### src/rtl/dbuf_pwm_pkg.sv
package dbuf_pwm_pkg;

  typedef enum logic [2:0] {
    ADDR_SET_A  = 3'd0,
    ADDR_CLR_A  = 3'd1,
    ADDR_SET_B  = 3'd2,
    ADDR_CLR_B  = 3'd3,
    ADDR_PERIOD = 3'd4,
    ADDR_OUTCFG = 3'd5,
    ADDR_MODE   = 3'd6,
    ADDR_CTRL   = 3'd7
  } reg_addr_e;

  typedef enum logic [1:0] {
    PAIR_INDEP   = 2'd0,
    PAIR_B_INV   = 2'd1,
    PAIR_B_COPY  = 2'd2,
    PAIR_INDEP_X = 2'd3
  } pair_mode_e;

  localparam int CFG_W   = 4;
  localparam int MODE_W  = 2;
  localparam int NUM_CH  = 2;
  localparam int ADDR_W  = 3;

  localparam int CFG_INV_A = 0;
  localparam int CFG_INV_B = 1;
  localparam int CFG_EN_A  = 2;
  localparam int CFG_EN_B  = 3;

  localparam int CTRL_RUN  = 0;
  localparam int CTRL_LOCK = 1;

endpackage

### src/rtl/dbuf_pwm_bank.sv
module dbuf_pwm_bank
  import dbuf_pwm_pkg::*;
#(
  parameter int CNT_W = 12
) (
  input  logic                          clk,
  input  logic                          rst_n,
  input  logic                          wr_en_i,
  input  logic [ADDR_W-1:0]             wr_addr_i,
  input  logic [CNT_W-1:0]              wr_data_i,
  input  logic [ADDR_W-1:0]             rd_addr_i,
  output logic [CNT_W-1:0]              rd_data_o,
  input  logic                          boundary_i,
  output logic                          run_o,
  output logic                          lock_o,
  output logic [CNT_W-1:0]              act_period_o,
  output logic [NUM_CH-1:0][CNT_W-1:0]  act_set_o,
  output logic [NUM_CH-1:0][CNT_W-1:0]  act_clr_o,
  output logic [CFG_W-1:0]              act_cfg_o,
  output logic [MODE_W-1:0]             act_mode_o
);

  localparam int PAD_CFG  = CNT_W - CFG_W;
  localparam int PAD_MODE = CNT_W - MODE_W;
  localparam int PAD_CTRL = CNT_W - 2;

  logic [NUM_CH-1:0][CNT_W-1:0] stg_set, stg_clr;
  logic [CNT_W-1:0]             stg_period;
  logic [CFG_W-1:0]             stg_cfg;
  logic [MODE_W-1:0]            stg_mode;
  logic                         run_q, lock_q;
  logic                         commit;

  assign commit = boundary_i && !lock_q;

  for (genvar c = 0; c < NUM_CH; c++) begin : g_cmp
    localparam logic [ADDR_W-1:0] SET_ADDR = ADDR_W'(2 * c);
    localparam logic [ADDR_W-1:0] CLR_ADDR = ADDR_W'(2 * c + 1);

    always_ff @(posedge clk) begin
      if (!rst_n) begin
        stg_set[c] <= '0;
        stg_clr[c] <= '0;
      end else if (wr_en_i) begin
        if (wr_addr_i == SET_ADDR) stg_set[c] <= wr_data_i;
        if (wr_addr_i == CLR_ADDR) stg_clr[c] <= wr_data_i;
      end
    end

    always_ff @(posedge clk) begin
      if (!rst_n) begin
        act_set_o[c] <= '0;
        act_clr_o[c] <= '0;
      end else if (commit) begin
        act_set_o[c] <= stg_set[c];
        act_clr_o[c] <= stg_clr[c];
      end
    end
  end

  always_ff @(posedge clk) begin
    if (!rst_n) begin
      stg_period <= '0;
      stg_cfg    <= '0;
      stg_mode   <= '0;
      run_q      <= 1'b0;
      lock_q     <= 1'b0;
    end else if (wr_en_i) begin
      case (reg_addr_e'(wr_addr_i))
        ADDR_PERIOD: stg_period <= wr_data_i;
        ADDR_OUTCFG: stg_cfg    <= wr_data_i[CFG_W-1:0];
        ADDR_MODE:   stg_mode   <= wr_data_i[MODE_W-1:0];
        ADDR_CTRL: begin
          run_q  <= wr_data_i[CTRL_RUN];
          lock_q <= wr_data_i[CTRL_LOCK];
        end
        default: ;
      endcase
    end
  end

  always_ff @(posedge clk) begin
    if (!rst_n) begin
      act_period_o <= '0;
      act_cfg_o    <= '0;
      act_mode_o   <= '0;
    end else if (commit) begin
      act_period_o <= stg_period;
      act_cfg_o    <= stg_cfg;
      act_mode_o   <= stg_mode;
    end
  end

  always_comb begin
    case (reg_addr_e'(rd_addr_i))
      ADDR_SET_A:  rd_data_o = stg_set[0];
      ADDR_CLR_A:  rd_data_o = stg_clr[0];
      ADDR_SET_B:  rd_data_o = stg_set[1];
      ADDR_CLR_B:  rd_data_o = stg_clr[1];
      ADDR_PERIOD: rd_data_o = stg_period;
      ADDR_OUTCFG: rd_data_o = {{PAD_CFG{1'b0}}, stg_cfg};
      ADDR_MODE:   rd_data_o = {{PAD_MODE{1'b0}}, stg_mode};
      default:     rd_data_o = {{PAD_CTRL{1'b0}}, lock_q, run_q};
    endcase
  end

  assign run_o  = run_q;
  assign lock_o = lock_q;

  // a held lock freezes the whole live bank
  a_r6_lock_freezes: assert property (@(posedge clk) disable iff (!rst_n)
    lock_q |=> ($stable(act_period_o) && $stable(act_cfg_o) &&
                $stable(act_mode_o) && $stable(act_set_o) && $stable(act_clr_o)));

  // away from a boundary the live bank never moves
  a_r5_hold_midcycle: assert property (@(posedge clk) disable iff (!rst_n)
    !boundary_i |=> ($stable(act_period_o) && $stable(act_cfg_o) &&
                     $stable(act_mode_o) && $stable(act_set_o) && $stable(act_clr_o)));

endmodule

### src/rtl/dbuf_pwm_counter.sv
module dbuf_pwm_counter #(
  parameter int CNT_W = 12
) (
  input  logic             clk,
  input  logic             rst_n,
  input  logic             run_i,
  input  logic [CNT_W-1:0] period_i,
  output logic [CNT_W-1:0] cnt_o,
  output logic             wrap_o
);

  logic [CNT_W-1:0] cnt_q;

  assign wrap_o = run_i && (cnt_q == period_i);
  assign cnt_o  = cnt_q;

  always_ff @(posedge clk) begin
    if (!rst_n)                cnt_q <= '0;
    else if (!run_i || wrap_o) cnt_q <= '0;
    else                       cnt_q <= cnt_q + 1'b1;
  end

  // the last count of a cycle is followed by count zero
  a_r3_wrap_to_zero: assert property (@(posedge clk) disable iff (!rst_n)
    wrap_o |=> (cnt_q == '0));

  // a stopped counter stays at zero
  a_r8_stop_holds_zero: assert property (@(posedge clk) disable iff (!rst_n)
    !run_i |=> (cnt_q == '0));

endmodule

### src/rtl/dbuf_pwm_chan.sv
module dbuf_pwm_chan #(
  parameter int CNT_W = 12
) (
  input  logic             clk,
  input  logic             rst_n,
  input  logic             run_i,
  input  logic             wrap_i,
  input  logic [CNT_W-1:0] cnt_i,
  input  logic [CNT_W-1:0] set_i,
  input  logic [CNT_W-1:0] clr_i,
  output logic             level_o
);

  logic lvl_q;

  always_ff @(posedge clk) begin
    if (!rst_n)                 lvl_q <= 1'b0;
    else if (!run_i || wrap_i)  lvl_q <= 1'b0;
    else if (cnt_i == set_i)    lvl_q <= 1'b1;
    else if (cnt_i == clr_i)    lvl_q <= 1'b0;
  end

  assign level_o = lvl_q;

  // the edge ending a cycle leaves the raw level low
  a_r4_clear_after_wrap: assert property (@(posedge clk) disable iff (!rst_n)
    wrap_i |=> !lvl_q);

  // a set hit inside a cycle raises the raw level
  a_r4_set_hit: assert property (@(posedge clk) disable iff (!rst_n)
    (run_i && !wrap_i && (cnt_i == set_i)) |=> lvl_q);

endmodule

### src/rtl/dbuf_pwm.sv
module dbuf_pwm
  import dbuf_pwm_pkg::*;
#(
  parameter int CNT_W = 12
) (
  input  logic             clk,
  input  logic             rst_n,
  input  logic             wr_valid,
  output logic             wr_ready,
  input  logic [2:0]       wr_addr,
  input  logic [CNT_W-1:0] wr_data,
  input  logic [2:0]       rd_addr,
  output logic [CNT_W-1:0] rd_data,
  output logic             pwm_a,
  output logic             pwm_b,
  output logic             cycle_end
);

  logic                         rdy_q;
  logic                         run, lock, wrap, boundary;
  logic [CNT_W-1:0]             cnt, act_period;
  logic [NUM_CH-1:0][CNT_W-1:0] act_set, act_clr;
  logic [CFG_W-1:0]             act_cfg;
  logic [MODE_W-1:0]            act_mode;
  logic [NUM_CH-1:0]            lvl;
  logic                         raw_b;

  always_ff @(posedge clk) begin
    if (!rst_n) rdy_q <= 1'b0;
    else        rdy_q <= 1'b1;
  end
  assign wr_ready = rdy_q;

  assign boundary = !run || wrap;

  dbuf_pwm_bank #(.CNT_W(CNT_W)) u_bank (
    .clk          (clk),
    .rst_n        (rst_n),
    .wr_en_i      (wr_valid && rdy_q),
    .wr_addr_i    (wr_addr),
    .wr_data_i    (wr_data),
    .rd_addr_i    (rd_addr),
    .rd_data_o    (rd_data),
    .boundary_i   (boundary),
    .run_o        (run),
    .lock_o       (lock),
    .act_period_o (act_period),
    .act_set_o    (act_set),
    .act_clr_o    (act_clr),
    .act_cfg_o    (act_cfg),
    .act_mode_o   (act_mode)
  );

  dbuf_pwm_counter #(.CNT_W(CNT_W)) u_cnt (
    .clk      (clk),
    .rst_n    (rst_n),
    .run_i    (run),
    .period_i (act_period),
    .cnt_o    (cnt),
    .wrap_o   (wrap)
  );

  for (genvar c = 0; c < NUM_CH; c++) begin : g_chan
    dbuf_pwm_chan #(.CNT_W(CNT_W)) u_chan (
      .clk     (clk),
      .rst_n   (rst_n),
      .run_i   (run),
      .wrap_i  (wrap),
      .cnt_i   (cnt),
      .set_i   (act_set[c]),
      .clr_i   (act_clr[c]),
      .level_o (lvl[c])
    );
  end

  always_comb begin
    case (pair_mode_e'(act_mode))
      PAIR_B_INV:  raw_b = ~lvl[0];
      PAIR_B_COPY: raw_b = lvl[0];
      default:     raw_b = lvl[1];
    endcase
  end

  assign pwm_a = (run && act_cfg[CFG_EN_A]) ? (lvl[0] ^ act_cfg[CFG_INV_A]) : act_cfg[CFG_INV_A];
  assign pwm_b = (run && act_cfg[CFG_EN_B]) ? (raw_b  ^ act_cfg[CFG_INV_B]) : act_cfg[CFG_INV_B];
  assign cycle_end = wrap;

  // no cycle end is reported while stopped
  a_r8_idle_no_end: assert property (@(posedge clk) disable iff (!rst_n)
    !run |-> !cycle_end);

  // once raised, ready never drops
  a_r1_ready_stays: assert property (@(posedge clk) disable iff (!rst_n)
    wr_ready |=> wr_ready);

  // inverse pairing gives opposite pins when both are enabled with equal inversion
  a_r9_inverse_pair: assert property (@(posedge clk) disable iff (!rst_n)
    (run && act_mode == 2'd1 && act_cfg[CFG_EN_A] && act_cfg[CFG_EN_B] &&
     act_cfg[CFG_INV_A] == act_cfg[CFG_INV_B]) |-> (pwm_a != pwm_b));

  // lock is only changed by a taken control write
  a_r6_lock_by_write: assert property (@(posedge clk) disable iff (!rst_n)
    !(wr_valid && wr_ready && wr_addr == 3'd7) |=> $stable(lock));

endmodule

### config.mk
export PLATFORM = sky130hd
export DESIGN_NAME = dbuf_pwm
export DESIGN_NICKNAME = d
export VERILOG_FILES = /design/src/rtl/dbuf_pwm_pkg.sv /design/src/rtl/dbuf_pwm_bank.sv /design/src/rtl/dbuf_pwm_counter.sv /design/src/rtl/dbuf_pwm_chan.sv /design/src/rtl/dbuf_pwm.sv
export SDC_FILE = /design/constraint.sdc
export NUM_CORES = 1
export LEC_CHECK = 0
export ABC_AREA = 1
export BUFFER_PORTS_ARGS = -buffer_cell sky130_fd_sc_hd__buf_4
export CORE_MARGIN = 3
export CORE_UTILIZATION = 66
export CTS_BUF_LIST = sky130_fd_sc_hd__clkbuf_4 sky130_fd_sc_hd__clkbuf_8 sky130_fd_sc_hd__clkbuf_16
export CTS_CLUSTER_SIZE = 25
export DETAILED_ROUTE_END_ITERATION = 7
export PLACE_DENSITY = 0.87
export RECOVER_POWER = 100
export SYNTH_ARGS = -nofsm -noshare
export SYNTH_HDL_FRONTEND = slang
export SYNTH_SLANG_ARGS = --single-unit
### constraint.sdc
create_clock -name clk -period 3.41 [get_ports clk]
set_clock_uncertainty 0.2 [all_clocks]
set_input_delay 0.5115 -clock clk [delete_from_list [all_inputs] [get_ports clk]]
set_output_delay 0.5115 -clock clk [all_outputs]
set_load 0.01 [all_outputs]
# Yosys cells after proc, flatten, opt, wreduce, memory -nomap -nowiden
# Index checks and enable logic that the tools add are counted.
# totals
register_bits,149
input_bits,21
elab_cells,75
# op_classes
addsub,1
eq_ne,20
n_mux,9
bitwise,4
reduce_logical,21
# op_table
operator,n
$pmux 12 s7,1
$eq 12x12->1,5
$eq 3x3->1 const B,7
$reduce_and 2->1,8
$add 12x1->12 const B,1
$eq 3x2->1 const B,4
$mux 1,7
$eq 3x1->1 const B,2
$logic_not 3->1,2
$logic_and 1x1->1,5
$reduce_bool 2->1,2
$eq 2x1->1 const B,1
$eq 2x2->1 const B,1
$logic_not 1->1,2
$not 1->1,2
$pmux 1 s2,1
$reduce_or 2->1,1
$xor 1x1->1,2
$logic_or 1x1->1,1

# Depth between registers and ports, before layout
# Gate-level depths: netlist of run 1.
# logic_depth
word_depth,4
ltp_mapped,13
ltp_nobuf,10

# Modules after synthesis
# Synthesis of run 1 repeated with hierarchy kept, for this count alone.
# hier_totals
cells_unflattened,1037
area_unflattened_um2,6970.4
# by_module_without_submodules
mod,n_inst,cells_each,area_each_um2
dbuf_pwm_bank,1,730,5231.3
dbuf_pwm_chan,2,80,410.4
dbuf_pwm_counter,1,122,777.0
dbuf_pwm,1,25,141.4

# Worst setup path before layout of run 1
# Ideal clock, no wire load.
# synth_path
path_type,input port to output port
start,input port rd_addr[2]
end,output port rd_data[5]
arrival_ns,1.408
slack_ns,1.290
path_stages,6
cell_sequence,inv_1 > nand3_1 > clkbuf_1 > o22ai_1 > a221oi_1 > o21ai_0
# synth_between
elab_chain_cells,2
word_cells_on_any_way,8
classes_between,6 x eq/ne; 1 x mux; 1 x reduce/logical
# synth_rtl
item,line,source
"start, declared",dbuf_pwm.sv:12,"input logic [2:0] rd_addr,"
$eq 3x3->1 (tied with other cells),dbuf_pwm_bank.sv:95,case (reg_addr_e'(rd_addr_i))
$pmux 12 s7 *,dbuf_pwm_bank.sv:95,
"end, declared",dbuf_pwm.sv:13,"output logic [CNT_W-1:0] rd_data,"
# Every way passes the cells marked *; elsewhere a longest branch is shown, timed or not.

# Final worst setup path of run 1
# layout_path
start,"register u_cnt.cnt_q[11], in the netlist u_cnt.cnt_o[11]"
end,register u_bank.act_clr_o[16] in the netlist's numbering
# layout_between
elab_chain_cells,4
# layout_rtl
item,line,source
"start, declared",dbuf_pwm_counter.sv:12,logic [CNT_W-1:0] cnt_q;
"start signal, assigned",dbuf_pwm_counter.sv:20,else cnt_q <= cnt_q + 1'b1;
$eq 12x12->1,dbuf_pwm_counter.sv:14,assign wrap_o = run_i && (cnt_q == period_i);
$logic_and 1x1->1,dbuf_pwm_counter.sv:14,
$logic_or 1x1->1,dbuf_pwm.sv:34,assign boundary = !run || wrap;
$logic_and 1x1->1,dbuf_pwm_bank.sv:34,assign commit = boundary_i && !lock_q;
"end signal, assigned by index",dbuf_pwm_bank.sv:56,act_clr_o[c] <= stg_clr[c];
"end, declared",dbuf_pwm_bank.sv:18,"output logic [NUM_CH-1:0][CNT_W-1:0] act_clr_o,"
# Every way passes these cells.
# A chain may end at the register's enable or synchronous reset.

==> impl_summary.md, run 1 <==
Hold path
The worst hold-check path type is in -> reg.

Power and ir drop
The part of the power in registers is 45.9%. The power density over cell area is 513.1 nW/µm². The leakage power total is 3.414 nW. IR analysis of the VDD net gives a maximum drop of 0.0004660 V. The portion of total power attributed to the clock network is 46.8%. Of the total power, the share spent switching nets is 23.82%. The net switching power is 0.9390 mW. Combinational logic burns 7.3% of the power. Internal power comes to 3.002 mW.

Synth
The share of Yosys cell area claimed by the top area cell type is 41.96%. The most common flop cell mapped by yosys is sky130_fd_sc_hd__dfxtp_1. sky130_fd_sc_hd__dfxtp_1 takes more of the synthesized area than any other cell. The most common cell in the netlist is sky130_fd_sc_hd__dfxtp_1. For this run, asynchronously set or reset flops after synthesis account for 0%. The synthesis warning total is 0.

The average size of a mapped cell is 7.337 µm². The flip-flop and latch count after synthesis is 149. The number of enable-type register cells in the synthesized netlist is 0. Synthesis produced a netlist with a net count of 993. The netlist uses 34 different library cells. The mapped cell area is 7109 µm². In the synthesized netlist, the number of instances is 969.

Yosys attributes the largest share of cell area to sky130_fd_sc_hd__dfxtp_1 (42%), sky130_fd_sc_hd__a21oi_1 (9.5%), sky130_fd_sc_hd__nand2_1 (6.5%), sky130_fd_sc_hd__nand3_1 (5.8%), sky130_fd_sc_hd__nor2_1 (5.4%). Sequential cells were found to cover 41.96% of the synthesized design area. In the synthesized netlist, the cells that appear most often are sky130_fd_sc_hd__dfxtp_1 (149), sky130_fd_sc_hd__a21oi_1 (135), sky130_fd_sc_hd__nand2_1 (123).

Global route
The number of global-route vias before repair was 5747. The number of antenna violations at the first check in global routing is 0. Summed over all layers, the global routing overflow is 0. The first global-routing pass estimated 29.18 mm of wire. The overall routing resource usage is 31.55%. Entering global routing, the biggest net connects 89 pins.

Placed design
The HPWL after detailed placement is 12.13 mm. At the end of routability-driven placement, the weighted congestion stood at 0.9251. Port buffering added 36 buffers.

Detailed routing
After detailed routing, the met3 layer carries 1.467 mm of wire. The highest routing layer actually used is met4. The remaining antenna violation count after routing is 0. The routed layout has 6435 vias. Before antenna repair, the detailed router went through 6 iterations.

In the routed design, unresolved DRC markers number 0. The length of routed wiring on met1 is 7.785 mm. Dividing the detail-routed via count by the number of cells gives 5.797.

The routed length on met2 is 8.025 mm. Wires add up to 17.88 mm. In the final routed layout, each cell accounts on average for 16.11 µm. The DRC marker count from the first detailed-route iteration is 689.

Outcome
The run finished, with violations left. The final reports fail on capacitance limit, slew limit.

STA
The shortest clock period the worst path allows after layout is 2.891 ns. Setup repair after global routing left no endpoint under its margin. The final number of max-transition violations came to 89. The worst hold-check slack is 0.09240 ns. The slew at the pin closest to its max-slew limit is 1.669 ns. After routing, the total negative slack on setup checks comes to 0 ns.

After layout, the worst path uses 84.79% of the clock period. The final count of hold timing violations came to 0. The highest clock frequency the design can meet is 0.3459 GHz. The total setup violations reported at the end of the flow is 0. The worst pin sits at a relative slew slack of -11.28%.

Clock tree
The number of buffers on the longest clock path is 2. The number of hold buffers added after CTS was 0. TritonCTS built the clock tree.

The CTS buffer count is 17. The number of levels the H-tree was split into is 4. The register clock-pin slew on the reported worst setup and hold paths is 0.06 ns. The clock latency on the worst-skew pair is 0.54 ns. The post-cts repair resize count is 0. The number of setup buffers added after CTS is 0. CTS placed an instance of sky130_fd_sc_hd__clkbuf_8 at the clock tree root. The clock sink count is 149.

Job
The max-capacitance violation count is 1.

Cells and area
After the last flow step, the layout net total stands at 985. The repair_antennas step left the layout with diodes totalling 0. Relative to the synthesized area, the layout overhead comes to 8.043%. The number of filler instances in the final layout is 803. The ratio of cells with drive above 1 in the final layout is 7.392%.

Floorplan
The floorplan step defined a die boundary enclosing 12050 µm². The number of top-level pins is 37. The die outline height is 109.8 µm. The total area inside the core boundary comes to 10420 µm². Row generation in the floorplan step produced 37 rows.

The die span in x is 109.8 µm. Once the floorplan was initialized, standard cells occupied 68.25% of the core.

Critical path
The worst path required time is 3.63 ns. In this run the worst path has a maximum fanout of 49. The setup path with the least slack is of type reg -> reg. The worst setup path is launched from a flop. STA classifies the critical path endpoint as a flop.

Data arrives at the worst endpoint at 3.11 ns.
-- placed cells by master (no fill, tap or decap), types with 9 or more instances in the layout --
cell type and instances:
sky130_fd_sc_hd__buf_4 24, sky130_fd_sc_hd__inv_1 102, sky130_fd_sc_hd__clkbuf_1 16, sky130_fd_sc_hd__nor3_1 9, sky130_fd_sc_hd__clkbuf_16 16, sky130_fd_sc_hd__nand3_1 84
sky130_fd_sc_hd__xor2_1 18, sky130_fd_sc_hd__o21ai_0 73, sky130_fd_sc_hd__nand2_1 123, sky130_fd_sc_hd__xnor2_1 40, sky130_fd_sc_hd__nor2_1 103, sky130_fd_sc_hd__o22ai_1 19
sky130_fd_sc_hd__a21oi_1 142, sky130_fd_sc_hd__dfxtp_1 149
-- registers in the layout, indices dropped and copies added (netlist names) --
name,flops
u_bank.act_clr_o,24
u_bank.act_set_o,24
u_bank.act_cfg_o,4
u_cnt.cnt_o,12
u_bank.run_o,1
u_bank.act_mode_o,2
g_chan.u_chan.level_o,2
u_bank.stg_set,24
u_bank.stg_period,12
wr_ready,1
u_bank.lock_o,1
u_bank.stg_cfg,4
u_bank.stg_mode,2
u_bank.act_period_o,12
u_bank.stg_clr,24
-- final timing paths --
kind,startpoint,slack (ns),cells past startpoint,to
worst max-delay path,u_cnt.cnt_o[11]$_SDFF_PP0_,0.52,9,u_bank.act_clr_o[16]$_SDFFE_PN0P_
worst min-delay path,wr_data[7],0.09,3,u_bank.stg_clr[7]$_SDFFE_PN0P_
worst max register to register,u_cnt.cnt_o[11]$_SDFF_PP0_,0.52,9,u_bank.act_clr_o[16]$_SDFFE_PN0P_
worst min register to register,u_bank.act_cfg_o[3]$_SDFFE_PN0P_,0.29,2,u_bank.act_cfg_o[3]$_SDFFE_PN0P_
-- per-layer routing --
metal	track usage, %	vias to the layer above
met5	0	-
met2	45.88	340
met3	5.931	49
li1	-	3144
met4	15.67	0
met1	44.65	2902
-- worst max-delay path: stages (launching register included) --
cell	delay, ns
sky130_fd_sc_hd__dfxtp_1	0.55
sky130_fd_sc_hd__xnor2_1	0.18
sky130_fd_sc_hd__nand2_1	0.15
sky130_fd_sc_hd__nor2_1	0.12
sky130_fd_sc_hd__nand3_1	0.20
sky130_fd_sc_hd__nand2_2	0.68
sky130_fd_sc_hd__buf_4	0.39
sky130_fd_sc_hd__nand3_1	0.13
sky130_fd_sc_hd__nand2_1	0.12
sky130_fd_sc_hd__nor2_1	0.04
-- power by group through the flow --
| stage | clock [mW] | combinational (mW) | sequential (mW) |
|---|---|---|---|
| 2_1_floorplan | 0 | 0.202 | 1.84 |
| 3_3_place_gp | 0 | 0.280 | 1.85 |
| 3_5_place_dp | 0 | 0.287 | 1.85 |
| 4_1_cts | 1.84 | 0.291 | 1.81 |
| 5_1_grt | 1.92 | 0.323 | 1.81 |
| 6_report | 1.84 | 0.288 | 1.81 |
-- per-stage QoR --
| stage | instance area [µm²] | worst slack, ns | utilization, % | power [mW] | instances |
|---|---|---|---|---|---|
| after floorplan | 7109 | 1.290 | - | 2.045 | 969 |
| after global placement | 7211 | 0.8918 | 69.23 | 2.126 | 1078 |
| after detailed placement | 7211 | 0.8094 | 69.23 | 2.134 | 1078 |
| after CTS | 7792 | 0.6592 | 74.81 | 3.946 | 1110 |
| after global routing | 7681 | 0.2723 | 73.74 | 4.061 | 1110 |
| final | 7681 | 0.5188 | 73.74 | 3.941 | 1110 |
-- kinds of logic after synthesis --
logic type	count (synthesis)	synth area share (%)
and+or+nand+nor	329	19.61
DFF	149	41.96
adders and majority gates	3	0.5280
buffers and inverters	179	11.60
AOI/OAI and AO/OA	251	19.17
xor gates and xnor gates	58	7.145
-- layout make-up --
type	count	area, µm²	area share (%)
Multi-Input combinational cell	641	3266	42.52
Sequential cell	149	2983	38.83
Clock buffer	18	421.7	5.489
Inverter	110	415.4	5.408
Timing Repair Buffer	42	265.3	3.453
Tap cell	136	170.2	2.215
Clock inverter	14	160.2	2.085
No activity file was read; power rests on OpenSTA's default activity.
==> run 2: changes to the inputs <==
CORE_UTILIZATION = 55   (was 66)
PLACE_DENSITY = 0.78   (was 0.87)
clock period = 2.41 ns   (was 3.41 ns; I/O delays follow)
==> impl_summary.md, run 2 (synthesized netlist as in run 1, its figures left out) <==
Critical path
The cell occurring most often along the worst timing path is sky130_fd_sc_hd__nand2_1. The critical path in this run is classified as reg -> out. Walking the worst path, the cells encountered are nand2_1, nand2_1, nand2_1, nor2_1, nand3_2, nor2_1, buf_4. In this design, the stage delay of the slowest critical-path cell is 0.44 ns. The number of cells on the worst reg-to-reg path is 9. The category of the worst setup path capture point is an output port. The capturing element of the worst setup path is cycle_end. The capturing point of the worst reg2reg path is u_bank.act_clr_o[22]$_SDFFE_PN0P_. The biggest fanout along the worst timing path is 7.

The flop-to-flop setup slack is 0.17 ns. The critical path starts at u_cnt.cnt_o[8]$_SDFF_PP0_. The element type at the critical path start is a flop. The worst register-to-register path begins at u_cnt.cnt_o[8]$_SDFF_PP0_. The slowest stage of the critical path belongs to the cell sky130_fd_sc_hd__dfxtp_2. STA puts the critical path data required time at 1.85 ns.

The critical path data arrival time is 1.72 ns.

Detailed routing
For this run, the detailed router's first-pass iteration total came to 5. The DRC marker count from the first detailed-route iteration is 617. After detailed routing, the average wire length per cell comes to 16.05 µm.

The remaining antenna violation count after routing is 0. The DRC violation count after routing is 0. The final layout contains routed wiring with a total length of 18.67 mm. The overall via count from detail_route is 6393. The via-per-instance ratio is 5.497.

STA
The highest clock frequency the design can meet is 0.4389 GHz. The final-layout setup total negative slack is 0 ns. For the pin with the worst max-slew slack, the measured transition is 1.056 ns. The total setup violations reported at the end of the flow is 0. The final number of max-transition violations is 0.

Once routing completed, OpenROAD measured the worst setup slack at 0.1318 ns. Measured against its own limit, the worst slew margin works out to 29.58%. After layout, the minimum clock period comes to 2.278 ns. The final count of hold timing violations came to 0. Of the available clock period, the critical path in the final layout requires 94.53%.

Floorplan
The die span in x is 119.7 µm. The initialized floorplan defines 40 standard-cell rows. Measured along the y axis, the die boundary spans 119.7 µm. The die outline area is 14330 µm². For this configuration, the core starts out at a cell density of 57.74%.

The total area inside the core boundary comes to 12310 µm². 37 I/O pins were placed.

Placed design
The wire-length estimate of the detail-placed layout is 12.92 mm. At the end of routability-driven placement, the weighted congestion stood at 0.8820. The count of input and output buffers is 36.

The worst setup slack before clock tree synthesis is 0.1745 ns. Including well taps, the total number of placed cells is 1130.

Clock tree
The clock sink count is 149. The clock root buffer master is sky130_fd_sc_hd__clkbuf_16. Counting the buffers created by CTS gives 17. The TritonCTS clock tree is yes. The register clock-pin slew on the reported worst setup and hold paths is 0.06 ns.

The clock latency on the worst-skew pair is 0.43 ns. The clock passes through at most 2 buffers. The number of levels the H-tree was split into is 4.

Cells and area
0 antenna diodes ended up in the layout. The ratio of cells with drive above 1 in the final layout is 11.06%. Compared with the post-synthesis result, the final layout area differs by 12.85%. Once layout is complete, the cells apart from fillers number 1163. The library cell used most frequently in the layout, excluding fill and tap cells, is sky130_fd_sc_hd__dfxtp_1. The top cell types in the final layout, fill and taps aside, are sky130_fd_sc_hd__dfxtp_1 (143), sky130_fd_sc_hd__a21oi_1 (134), sky130_fd_sc_hd__nand2_1 (123), sky130_fd_sc_hd__nor2_1 (103), sky130_fd_sc_hd__inv_1 (101).

The net count reported at finish is 1006.

Power and ir drop
In this run the static leakage power is 3.578 nW. VDD sags by at most 0.0006059 V. The power density over cell area is 723.9 nW/µm².

Job
The max-capacitance violation count is 0.

Global route
Summed over all layers, the global routing overflow is 0. The overall routing resource usage is 26.56%. The maximum number of pins on one net before global-route repair is 55. The first global-routing pass estimated 30.13 mm of wire. The number of antenna violations at the first check in global routing is 0.

The number of global-route vias before repair came to 5916.

Outcome
The run finished with clean final reports.

Hold path
The hold path depth is 3. The min-delay analysis places its worst path in the category in -> reg.
run 2: cell types whose count changed in the layout (fill, tap and decap cells not counted), sizes merged:
cell      change
bufinv        +1
buf          +17
clkinvlp      -1
clkbuf        +5
clkinv        -1
run 2: timing repair:
action,4_1_cts,5_1_grt
pin swaps,1,2
resized for setup,4,6
endpoints found under the setup margin,2,2
setup buffers,0,1
hold buffers,0,0
run 2: per-layer routing:
| metal | vias up | track usage [%] | part of all wire, % |
|---|---|---|---|
| met5 | - | 0 | 0 |
| met4 | 0 | 11.45 | 2.8 |
| met3 | 38 | 4.854 | 7.7 |
| met2 | 291 | 41.49 | 46 |
| met1 | 2871 | 36.10 | 44 |
| li1 | 3193 | - | - |
run 2: how the worst min path moves through the flow:
stage / start / end / slack, ns
after floorplan: rst_n / wr_ready$_DFF_P_ / 0.19
final: wr_data[11] / u_bank.stg_clr[23]$_SDFFE_PN0P_ / 0.05
after CTS: wr_data[11] / u_bank.stg_clr[11]$_SDFFE_PN0P_ / 0.05
after global routing: wr_data[9] / u_bank.stg_set[9]$_SDFFE_PN0P_ / 0.07
after detailed placement: u_bank.stg_set[9]$_SDFFE_PN0P_ / u_bank.stg_set[9]$_SDFFE_PN0P_ / 0.27
after global placement: u_bank.act_cfg_o[2]$_SDFFE_PN0P_ / u_bank.act_cfg_o[2]$_SDFFE_PN0P_ / 0.26
run 2: critical path, delay by kind of cell (launching register included):
| kind | cells | cell delay [ns] |
|---|---|---|
| and+or+nand+nor | 6 | 0.70 |
| buffers and inverters | 1 | 0.15 |
| DFF | 1 | 0.44 |
run 2: where the power goes:
part           switching (mW)  internal, mW
Sequential             0.0368          2.53
Combinational           0.270         0.156
Clock                    1.04          1.78
run 2: final cells by class:
| type | count | area [µm²] |
|---|---|---|
| sequential | 149 | 2990 |
| inverter | 110 | 415.4 |
| multi-input combinational | 641 | 3324 |
| tap | 168 | 210.2 |
| clock inverter | 13 | 177.7 |
| fill | 1075 | 4289 |
| timing repair buffer | 63 | 451.7 |
| clock buffer | 19 | 452.9 |
run 2: metrics by stage:
stage               instance area (µm²)  power [mW]  hold WS, ns  util, %
finish                             8023       5.808      0.05212    65.16
CTS                                8074       5.822      0.05034    65.58
global route                       8023       5.987      0.06829    65.16
global placement                   7438       3.024       0.2601    60.42
floorplan                          7109       2.893       0.1892        -
detailed placement                 7438       3.035       0.2697    60.42
==> run 3: changes to the inputs <==
MAX_ROUTING_LAYER = met4   (was default)
SLEW_MARGIN = 20   (was default)
==> impl_summary.md, run 3 (synthesized netlist as in run 1, its figures left out) <==
Global route
The maximum number of pins on one net before global-route repair is 55. The number of global-route vias before repair was 5928. The number of antenna violations at the first check in global routing came to 0. The global-route congestion overflow total is 0. The first-pass GRT wire length is 30.08 mm. The overall routing resource usage is 27.29%.

Power and ir drop
Dividing total power by cell area gives a power density of 724.4 nW/µm². The worst-case vdd ir drop is 0.0006066 V. Summed over all cells, the static leakage comes to 3.581 nW. The completed layout was analyzed and its total power is 5.813 mW.

STA
The shortest clock period the worst path allows after layout is 2.282 ns. The final count of hold timing violations came to 0. Dividing the final minimum period by the clock period gives 94.70%. After routing, the total negative slack on setup checks comes to 0 ns.

For the pin with the worst max-slew slack, the measured transition is 0.9953 ns. Hold is met by 0.05144 ns. Headroom to the max-slew limit came out at 33.65%. Setup repair after global routing left no endpoint under its margin. The highest clock frequency the design can meet is 0.4382 GHz. The final number of max-transition violations was 0. The total setup violations reported at the end of the flow is 0.

Hold path
The worst hold-check path type is in -> reg. The launch point of the worst hold path is wr_data[11].

Clock tree
The H-tree was split into 4 levels. The tree built by TritonCTS fans out to 149 sinks. After clock tree synthesis, the clock-pin slew on the worst setup and hold paths is 0.06 ns.

Clock tree synthesis inserted a total of 17 buffers. TritonCTS built the clock tree. Clock latency on the worst-skew pair, taken at its later pin, is 0.43 ns. In this run, post-CTS hold repair placed 0 buffers. The clock passes through at most 2 buffers. CTS placed an instance of sky130_fd_sc_hd__clkbuf_16 at the clock tree root.

Cells and area
The filler cells instantiated in the layout total 1074. The library cell used most frequently in the layout, excluding fill and tap cells, is sky130_fd_sc_hd__dfxtp_1. The library cells used most frequently in the layout, excluding fill and tap cells, are sky130_fd_sc_hd__dfxtp_1 (143), sky130_fd_sc_hd__a21oi_1 (134), sky130_fd_sc_hd__nand2_1 (123), sky130_fd_sc_hd__nor2_1 (103), sky130_fd_sc_hd__inv_1 (100). The net count reported at finish is 1006.

The area overhead of the layout relative to synthesis is 12.87%. The ratio of cells with drive above 1 in the final layout is 11.26%. Leaving out filler cells and counting taps, the final layout contains 1163.

The share of the core filled with cells in the final layout is 65.17%. The total inserted antenna cells is 0.

Placed design
The placed wire-length estimate after detailed placement is 12.92 mm. After detailed placement, the design holds a cell count of 1130. The count of input and output buffers is 36. The weighted congestion reported at the end of routability-driven placement is 0.8966.

Detailed routing
The remaining antenna violation count after routing is 0. The via-per-instance ratio is 5.475. The routed layout has 6368 vias. The first-pass iteration count of the detailed router is 8.

Dividing the detail-routed wire length by the instance count gives 16.03 µm. The post-detailed-routing wire length is 18.65 mm. In the routed design, unresolved DRC markers number 2. The first routing iteration left 680 violations.

Outcome
The run finished, with violations left. The checks that failed: DRC.

Critical path
The category of the worst setup path capture point is an output port. The critical path data arrival time is 1.72 ns. The most critical setup path has its startpoint at u_cnt.cnt_o[8]$_SDFF_PP0_. The worst setup path is of the reg -> out kind.

The element type at the critical path start is a flop. The startpoint identified for the worst register-to-register timing path is u_cnt.cnt_o[8]$_SDFF_PP0_. Of all nets on the critical path, the largest fanout is 7. The worst path required time is 1.85 ns.

Floorplan
The core footprint is 12310 µm². The initial cell density of the core is 57.74%. The die span in x is 119.7 µm. The cell row count is 40. Measured along the y axis, the die boundary spans 119.7 µm.

Pin placement for this block handled 37 I/O pins. The die outline area is 14330 µm².

Job
The max-capacitance violation count is 0.
## run 3: cell types whose count changed in the layout (fill, tap and decap cells not counted)
cell / before / now
sky130_fd_sc_hd__inv_2: 7 / 8
sky130_fd_sc_hd__clkbuf_2: 3 / 4
sky130_fd_sc_hd__clkbuf_1: 17 / 16
sky130_fd_sc_hd__inv_1: 101 / 100
## run 3: cell type report
cell class	count	area, µm²	share of cell area, %
clock inverter	13	177.7	2.214
inverter	110	415.4	5.177
tap	168	210.2	2.620
multi-input combinational	641	3324	41.43
sequential	149	2990	37.27
timing repair buffer	63	452.9	5.645
clock buffer	19	452.9	5.645
## run 3: timing repair
item	CTS	global route
pin swaps	1	2
setup endpoints to repair	2	2
setup buffers	0	1
gates resized for setup	4	7
endpoints found under the hold margin	0	0
## run 3: per-layer routing
metal,global-route usage [%],wire (µm),vias to the layer above
li1,-,-,3190
met5,-,0,-
met1,36.07,8207,2876
met2,41.42,8573,265
met3,5.514,1405,37
met4,10.59,458,0
## run 3: worst paths after layout
path / to / slack, ns / cells after the start
setup / recovery: cycle_end / 0.13 / 7
setup reg to reg: u_bank.act_clr_o[22]$_SDFFE_PN0P_ / 0.19 / 9
hold / removal: u_bank.stg_clr[23]$_SDFFE_PN0P_ / 0.05 / 3
hold reg to reg: u_bank.stg_set[8]$_SDFFE_PN0P_ / 0.28 / 2
## run 3: critical path: stages (launching register included)
cell	delay (ns)
sky130_fd_sc_hd__dfxtp_2	0.44
sky130_fd_sc_hd__nand2_1	0.08
sky130_fd_sc_hd__nand2_1	0.06
sky130_fd_sc_hd__nand2_1	0.06
sky130_fd_sc_hd__nor2_1	0.15
sky130_fd_sc_hd__nand3_2	0.16
sky130_fd_sc_hd__nor2_1	0.19
sky130_fd_sc_hd__buf_4	0.15
## run 3: per-stage QoR
stage | area, µm² | setup slack [ns]
floorplan | 7109 | 0.5905
global placement | 7438 | 0.2116
detailed placement | 7438 | 0.1745
CTS | 8074 | 0.01535
global route | 8024 | 0.01207
finish | 8024 | 0.1277
## run 3: power breakdown
group          leakage (nW)  total (mW)  switching [mW]  internal [mW]
sequential             1.21        2.56          0.0368           2.53
clock                 0.309        2.82            1.04           1.78
combinational          2.06       0.425           0.269          0.156
total                  3.58        5.81            1.35           4.46
